===== src/rtl/ebc_pkg.sv =====
package ebc_pkg;

    localparam int WS_W = 4;

    typedef enum logic [2:0] {
        ST_IDLE = 3'd0,
        ST_S0   = 3'd1,
        ST_S1   = 3'd2,
        ST_S2   = 3'd3,
        ST_S3   = 3'd4,
        ST_S4   = 3'd5,
        ST_S5   = 3'd6
    } bus_state_e;

    // Chip select is low from S1 up to and including S4.
    function automatic logic strobe_on(bus_state_e s);
        return (s == ST_S1) || (s == ST_S2) || (s == ST_S3) || (s == ST_S4);
    endfunction

    // Write data is driven from S2 until chip select is released.
    function automatic logic wdrive_on(bus_state_e s);
        return (s == ST_S2) || (s == ST_S3) || (s == ST_S4);
    endfunction

endpackage


===== src/rtl/ebc_phase_gen.sv =====
module ebc_phase_gen (
    input  logic clk,
    input  logic rst,
    output logic fall_half_o
);
    always_ff @(posedge clk) begin
        if (rst) fall_half_o <= 1'b0;
        else     fall_half_o <= ~fall_half_o;
    end
endmodule


===== src/rtl/ebc_ack_unit.sv =====
module ebc_ack_unit #(
    parameter int WSW = ebc_pkg::WS_W
) (
    input  logic           clk,
    input  logic           rst,
    input  logic           ta_n_i,
    input  logic           auto_en_i,
    input  logic [WSW-1:0] ws_i,
    input  logic           load_i,
    input  logic           step_i,
    output logic           ack_o
);
    logic           ta_q;
    logic [WSW-1:0] remain_q;

    always_ff @(posedge clk) begin
        if (rst) ta_q <= 1'b1;
        else     ta_q <= ta_n_i;
    end

    always_ff @(posedge clk) begin
        if (rst)                         remain_q <= '0;
        else if (load_i)                 remain_q <= ws_i;
        else if (step_i && remain_q != 0) remain_q <= remain_q - 1'b1;
    end

    assign ack_o = auto_en_i ? (remain_q == '0) : ~ta_q;
endmodule


===== src/rtl/ebc_rd_capture.sv =====
module ebc_rd_capture #(
    parameter int DW = 16
) (
    input  logic          clk,
    input  logic          rst,
    input  logic          fire_i,
    input  logic [DW-1:0] bus_i,
    output logic          done_o,
    output logic [DW-1:0] data_o
);
    always_ff @(posedge clk) begin
        if (rst) begin
            done_o <= 1'b0;
            data_o <= '0;
        end else begin
            done_o <= fire_i;
            if (fire_i) data_o <= bus_i;
        end
    end
endmodule


===== src/rtl/ext_bus_ctrl.sv =====
module ext_bus_ctrl
    import ebc_pkg::*;
#(
    parameter int AW = 16,
    parameter int DW = 16
) (
    input  logic            clk,
    input  logic            rst,
    input  logic            req_i,
    input  logic            req_we_i,
    input  logic [AW-1:0]   req_addr_i,
    input  logic [DW-1:0]   req_wdata_i,
    input  logic [WS_W-1:0] wait_states_i,
    input  logic            auto_ack_i,
    output logic            req_ready_o,
    output logic            done_o,
    output logic [DW-1:0]   rdata_o,
    output logic            bclk_o,
    output logic [AW-1:0]   addr_o,
    output logic            bus_en_o,
    output logic            rw_o,
    output logic            cs_n_o,
    output logic            oe_n_o,
    output logic [DW-1:0]   data_o,
    output logic            data_oe_o,
    input  logic [DW-1:0]   data_i,
    input  logic            ta_n_i
);
    typedef struct packed {
        logic          we;
        logic [AW-1:0] addr;
        logic [DW-1:0] wdata;
    } xfer_t;

    bus_state_e state_q, state_d;
    xfer_t      cur_q;
    logic       fall_half;
    logic       ack;
    logic       take;
    logic       ack_hit;

    ebc_phase_gen u_phase (
        .clk         (clk),
        .rst         (rst),
        .fall_half_o (fall_half)
    );

    ebc_ack_unit #(.WSW(WS_W)) u_ack (
        .clk       (clk),
        .rst       (rst),
        .ta_n_i    (ta_n_i),
        .auto_en_i (auto_ack_i),
        .ws_i      (wait_states_i),
        .load_i    (state_q == ST_S1),
        .step_i    ((state_q == ST_S3) && !ack),
        .ack_o     (ack)
    );

    assign ack_hit = (state_q == ST_S3) && ack;

    ebc_rd_capture #(.DW(DW)) u_cap (
        .clk    (clk),
        .rst    (rst),
        .fire_i (ack_hit),
        .bus_i  (data_i),
        .done_o (done_o),
        .data_o (rdata_o)
    );

    assign req_ready_o = fall_half && ((state_q == ST_IDLE) || (state_q == ST_S5));
    assign take        = req_i && req_ready_o;

    always_comb begin
        state_d = state_q;
        unique case (state_q)
            ST_IDLE: if (take) state_d = ST_S0;
            ST_S0:   state_d = ST_S1;
            ST_S1:   state_d = ST_S2;
            ST_S2:   state_d = ST_S3;
            ST_S3:   state_d = ack ? ST_S4 : ST_S2;
            ST_S4:   state_d = ST_S5;
            ST_S5:   state_d = take ? ST_S0 : ST_IDLE;
            default: state_d = ST_IDLE;
        endcase
    end

    always_ff @(posedge clk) begin
        if (rst) begin
            state_q <= ST_IDLE;
            cur_q   <= '0;
        end else begin
            state_q <= state_d;
            if (take) cur_q <= '{we: req_we_i, addr: req_addr_i, wdata: req_wdata_i};
        end
    end

    assign bclk_o    = ~fall_half;
    assign bus_en_o  = (state_q != ST_IDLE);
    assign addr_o    = cur_q.addr;
    assign rw_o      = ~(bus_en_o && cur_q.we);
    assign cs_n_o    = ~strobe_on(state_q);
    assign oe_n_o    = ~(strobe_on(state_q) && !cur_q.we);
    assign data_oe_o = cur_q.we && wdrive_on(state_q);
    assign data_o    = cur_q.wdata;
endmodule


===== config.mk =====
export PLATFORM = sky130hd
export DESIGN_NAME = ext_bus_ctrl
export DESIGN_NICKNAME = d
export VERILOG_FILES = /design/src/rtl/ebc_pkg.sv /design/src/rtl/ebc_phase_gen.sv /design/src/rtl/ebc_ack_unit.sv /design/src/rtl/ebc_rd_capture.sv /design/src/rtl/ext_bus_ctrl.sv
export SDC_FILE = /design/constraint.sdc
export NUM_CORES = 1
export LEC_CHECK = 0
export BUFFER_PORTS_ARGS = -buffer_cell sky130_fd_sc_hd__buf_2
export CORE_MARGIN = 2
export CORE_UTILIZATION = 50
export DETAILED_ROUTE_END_ITERATION = 8
export PLACE_DENSITY_LB_ADDON = 0.15
export SLEW_MARGIN = 40
export SYNTH_ARGS = -nofsm -noshare
export SYNTH_HDL_FRONTEND = slang
export SYNTH_SLANG_ARGS = --single-unit

===== constraint.sdc =====
create_clock -name clk -period 3.7 [get_ports clk]
set_input_delay 0.185 -clock clk [delete_from_list [all_inputs] [get_ports clk]]
set_output_delay 0.185 -clock clk [all_outputs]
set_load 0.01 [all_outputs]

# Word-level counts from Yosys, hierarchy flattened
# Cells that the tools add are included.
[classes]
n_reduce_logical = 21
n_eq_ne = 7
muxes = 7
bitwise = 5
addsub = 1
[op_table]
columns = ["operator", "n"]
rows = [
  ["3-bit case mux with 7 select lines", 1],
  ["3-bit equality test (second input constant)", 3],
  ["1-bit logical AND", 8],
  ["4-bit two-way mux", 2],
  ["3-bit by 2-bit equality test with 1-bit output (second input constant)", 2],
  ["1-bit logical OR", 6],
  ["3-bit two-way mux", 2],
  ["1-bit inverter", 5],
  ["4-bit zero test", 1],
  ["4-bit nonzero test", 1],
  ["4-bit by 1-bit subtractor with 4-bit output (second input constant)", 1],
  ["3-bit by 1-bit equality test with 1-bit output (second input constant)", 1],
  ["3-bit zero test", 1],
  ["3-bit nonzero test", 1],
  ["1-bit zero test", 2],
  ["1-bit two-way mux", 2],
  ["2-bit != test (second input constant)", 1],
  ["2-bit nonzero test", 1],
]
[totals]
output_inout_bits = 56
regBits = 59

# Logic depth before layout (Yosys ltp)
[logic_depth]
ltp_word = 7
ltp_mapped = 8
ltp_nobuf = 6

# By module
# From an unflattened synthesis, not the netlist that was laid out.
[hier_totals]
cells_unflattened = 290
hier_area_um2 = 2874.0
[by_module_without_submodules]
columns = ["mod", "area_each_um2", "instances", "seq_area_each_um2", "cells_per_inst"]
rows = [
  ["ext_bus_ctrl", 1946.9, 1, 720.7, 203],
  ["ebc_rd_capture", 608.1, 1, 340.3, 54],
  ["ebc_ack_unit", 295.3, 1, 100.1, 31],
  ["ebc_phase_gen", 23.8, 1, 20.0, 2],
]

# Least setup slack after synthesis
# OpenSTA, ideal clock, no wires.
[synth_timing]
path_kind = "register to register"
start = "register u_ack.remain_q[0]"
end = "register u_cap.data_o[13]"
setup_slack_ps = 2085
stages_incl_launch_ff = 9
t_required_ps = 3572
synth_period_minus_slack_ps = 1615
arrival_ps = 1487
setup_time_ps = 128
cell_sequence = "dfxtp_1 -> inv_1 -> ha_1 -> and4bb_2 -> o21ai_1 -> buf_6 -> buf_6 -> mux2i_1 -> nor2_1"
[synth_via]
elab_chain_cells = 3
[synth_lines]
columns = ["item", "line", "source"]
rows = [
  ["start: declaration", "ebc_ack_unit.sv:14", "logic [WSW-1:0] remain_q;"],
  ["start signal: assignment", "ebc_ack_unit.sv:23", "else if (load_i) remain_q <= ws_i;"],
  ["start signal: assignment", "ebc_ack_unit.sv:24", "else if (step_i && remain_q != 0) remain_q <= remain_q - 1'b1;"],
  ["4-bit zero test", "ebc_ack_unit.sv:27", "assign ack_o = auto_en_i ? (remain_q == '0) : ~ta_q;"],
  ["1-bit two-way mux", "ebc_ack_unit.sv:27", ""],
  ["1-bit logical AND", "ext_bus_ctrl.sv:59", "assign ack_hit = (state_q == ST_S3) && ack;"],
  ["end signal: assignment", "ebc_rd_capture.sv:17", "if (fire_i) data_o <= bus_i;"],
  ["end: declaration", "ebc_rd_capture.sv:9", "output logic [DW-1:0] data_o"],
]
# No other way between the ends.
# A chain may end at the register's enable or synchronous reset.

# Worst setup path in the final report
[layout_timing]
start = "register u_ack.remain_q[0]"
end = "register u_cap.data_o[9]"
# Same word-level chain as after synthesis.

==> run metrics <==
Reg clk slew, reported paths=0.06 ns; All-Layer GR Usage=0.1754; Ys Warns=0; Rel. slew slack=0.5440; clock buffer depth=2; PwrDens=467.0 nW/um2; largest net degree at the start of global routing=61; final setup margin=1.778 ns; Synth cell types=34; final RePlAce weighted congestion=0.6924; Area Growth Syn to Fin=19.99%; Row Count=25; drt total wl=5.078 mm; Seq/Total Area, Yosys=0.4659; Worst Path Max Fanout=17; Cells after DPL=420; Crit path required time=3.89 ns; Tcrit/Tclk final=0.5194; mean area per synthesized cell=8.741 um2; CP startpoint kind=flip-flop; RSZ-0062 raised after global routing=false; post-synth top area share=0.4659; R2R depth=6; quantity of gates resized following cts=0; pre-CTS WS=1.779 ns; crit path DAT=2.11 ns; Critical Path Sink Type=flip-flop; DP HPWL=3.489 mm; die height=75.20 um; CORE AREA=4817 um2; Starting Density=0.5262; Tightest Pin Transition=0.6814 ns; 1st-pass router iterations=4; Combinational Power Share=0.115; Post-synth EDFFs=0; Total Die Area=5655 um2; HP Class=in2reg; clock latency on the worst-skew pair=0.33 ns; residual DRC count=0; slowest CP cell=o21ai_4; CTS Buf Count=9; total power=1421 uW; final hold violation count=0; H-tree lvl count=3; Switch Pwr=340.4 uW; Switching Fraction=0.2396; diodes inserted=0; final hold slack=0.04413 ns; synth cell count leaders=nand2_1 (68), dfxtp_1 (59), a21oi_1 (34); Nets=423; first-pass GRT wire length=7.445 mm; status=completed; Post-CTS Setup Bufs=0; via count=2,044; hold depth=2; critical path class=reg2reg; Cell Int Power=1080 uW; Top FF cell, synth=dfxtp_1; Iteration-0 DRC Markers=49; # IOs=114; largest stage delay on the critical path=0.55 ns; cell count after synthesis=290; Buffers on Ports=113; Synth area leader=dfxtp_1; setup violators final=0; CP delay by family, top=compound AO/OA/AOI/OAI gates; FMAX=520.4 MHz; antenna violations before repair=0; syn_nets=349; most numerous cell in the Yosys netlist=nand2_1; Sink Count=59; #FFs+latches synth=59; sequential power share=0.480; post-route ant nets=0; die width=75.20 um; GRT overflow=0; Clock Skew=0.006345 ns; Worst VDD drop=0.0002771 V; TNS Setup=0 ns; cell area after synthesis=2535 um2; Post-synth ARST share=0; dominant cells by area after synthesis=dfxtp_1 (47%), nand2_1 (10%), buf_4 (9.8%), mux2i_1 (7.1%), a21oi_1 (6.7%); Root Driver=clkbuf_8; Clk pwr share=0.405; Vias/cell=4.699; CP Depth=6; Avg WL per Cell=11.67 um; Bufs and invs on worst path=1; share of post-route cells with drive strength above 1=0.3723; maxcap violations=0; Finished Layout Cells=435; critical path, cell by cell=inv_1, ha_1, and4bb_2, o21ai_4, mux2i_1, nor2_1; Leak=0.001503 uW; number of global-route vias before repair=1,767; Final Max Tran Viols=0; Final min period=1.922 ns; CTS Hold Bufs=0; CTS tree=done
## cell usage in the layout, fill, tap and decap left out, types with 2 or more instances in the layout
cell type / Yosys / routed
clkbuf_8: 0 / 11
nor3_1: 2 / 2
nand2_1: 68 / 68
nand3b_1: 3 / 3
dfxtp_1: 59 / 59
clkbuf_1: 7 / 2
or2_2: 2 / 2
mux2i_1: 18 / 18
nor2_1: 25 / 25
nor3b_1: 3 / 3
nor2b_1: 2 / 2
a211oi_1: 3 / 3
buf_2: 3 / 112
a21oi_1: 34 / 34
inv_1: 4 / 4
## layout make-up
cell class | count | area, um2
Sequential cell | 59 | 1181
Clock inverter | 2 | 35.03
Tap cell | 67 | 83.83
Clock buffer | 13 | 158.9
Fill cell | 479 | 1775
Inverter | 4 | 15.01
Multi-Input combinational cell | 177 | 999.7
Timing Repair Buffer | 113 | 568.0
## stage by stage
step | util | area [um2]
2_1_floorplan | - | 2535
3_3_place_gp | 0.5870 | 2828
3_5_place_dp | 0.5912 | 2848
4_1_cts | 0.6314 | 3042
5_1_grt | 0.6314 | 3042
6_report | 0.6314 | 3042
## worst paths after layout
kind / startpoint / endpoint / slack (ns)
min reg2reg: data_o[1] / data_o[1] / 0.45
max: u_ack.remain_q[0] / u_cap.data_o[9] / 1.78
max reg2reg: u_ack.remain_q[0] / u_cap.data_o[9] / 1.78
min: ta_n_i / u_ack.ta_q / 0.04
## power by group through the flow
stage,registers [uW],clock network [uW],logic (uW)
2_1_floorplan,688,0,132
3_3_place_gp,695,0,163
3_5_place_dp,696,0,167
4_1_cts,682,589,167
5_1_grt,686,619,184
6_report,682,575,163
## registers in the layout, summed over array words and instances, names as in the netlist
| register | cells |
|---|---|
| addr_o | 16 |
| data_o | 16 |
| u_cap.data_o | 16 |
| u_ack.remain_q | 4 |
| state_q | 3 |
| cur_q | 1 |
| u_ack.ta_q | 1 |
| u_cap.done_o | 1 |
| u_phase.fall_half_o | 1 |
## logic make-up (layout without fill, tap and decap cells)
family          count (synthesis)  count (layout)  share of synthesized area
buf+inv                        54             132                     0.1481
flops                          59              59                     0.4659
compound gates                 44              44                    0.09822
xor+xnor                        2               2                   0.009874
simple gates                  112             112                     0.2019
mux                            18              18                    0.07107
fa+ha+maj                       1               1                   0.004935
## per-layer routing
metal | global-route usage | vias to the layer above | wire length (um)
met3 | 0.07363 | 11 | 518
li1 | - | 1062 | -
met4 | 0.09357 | 0 | 104
met2 | 0.2749 | 81 | 2139
met5 | 0 | - | 0
met1 | 0.2045 | 890 | 2317
(Power assumes the default switching activity.)
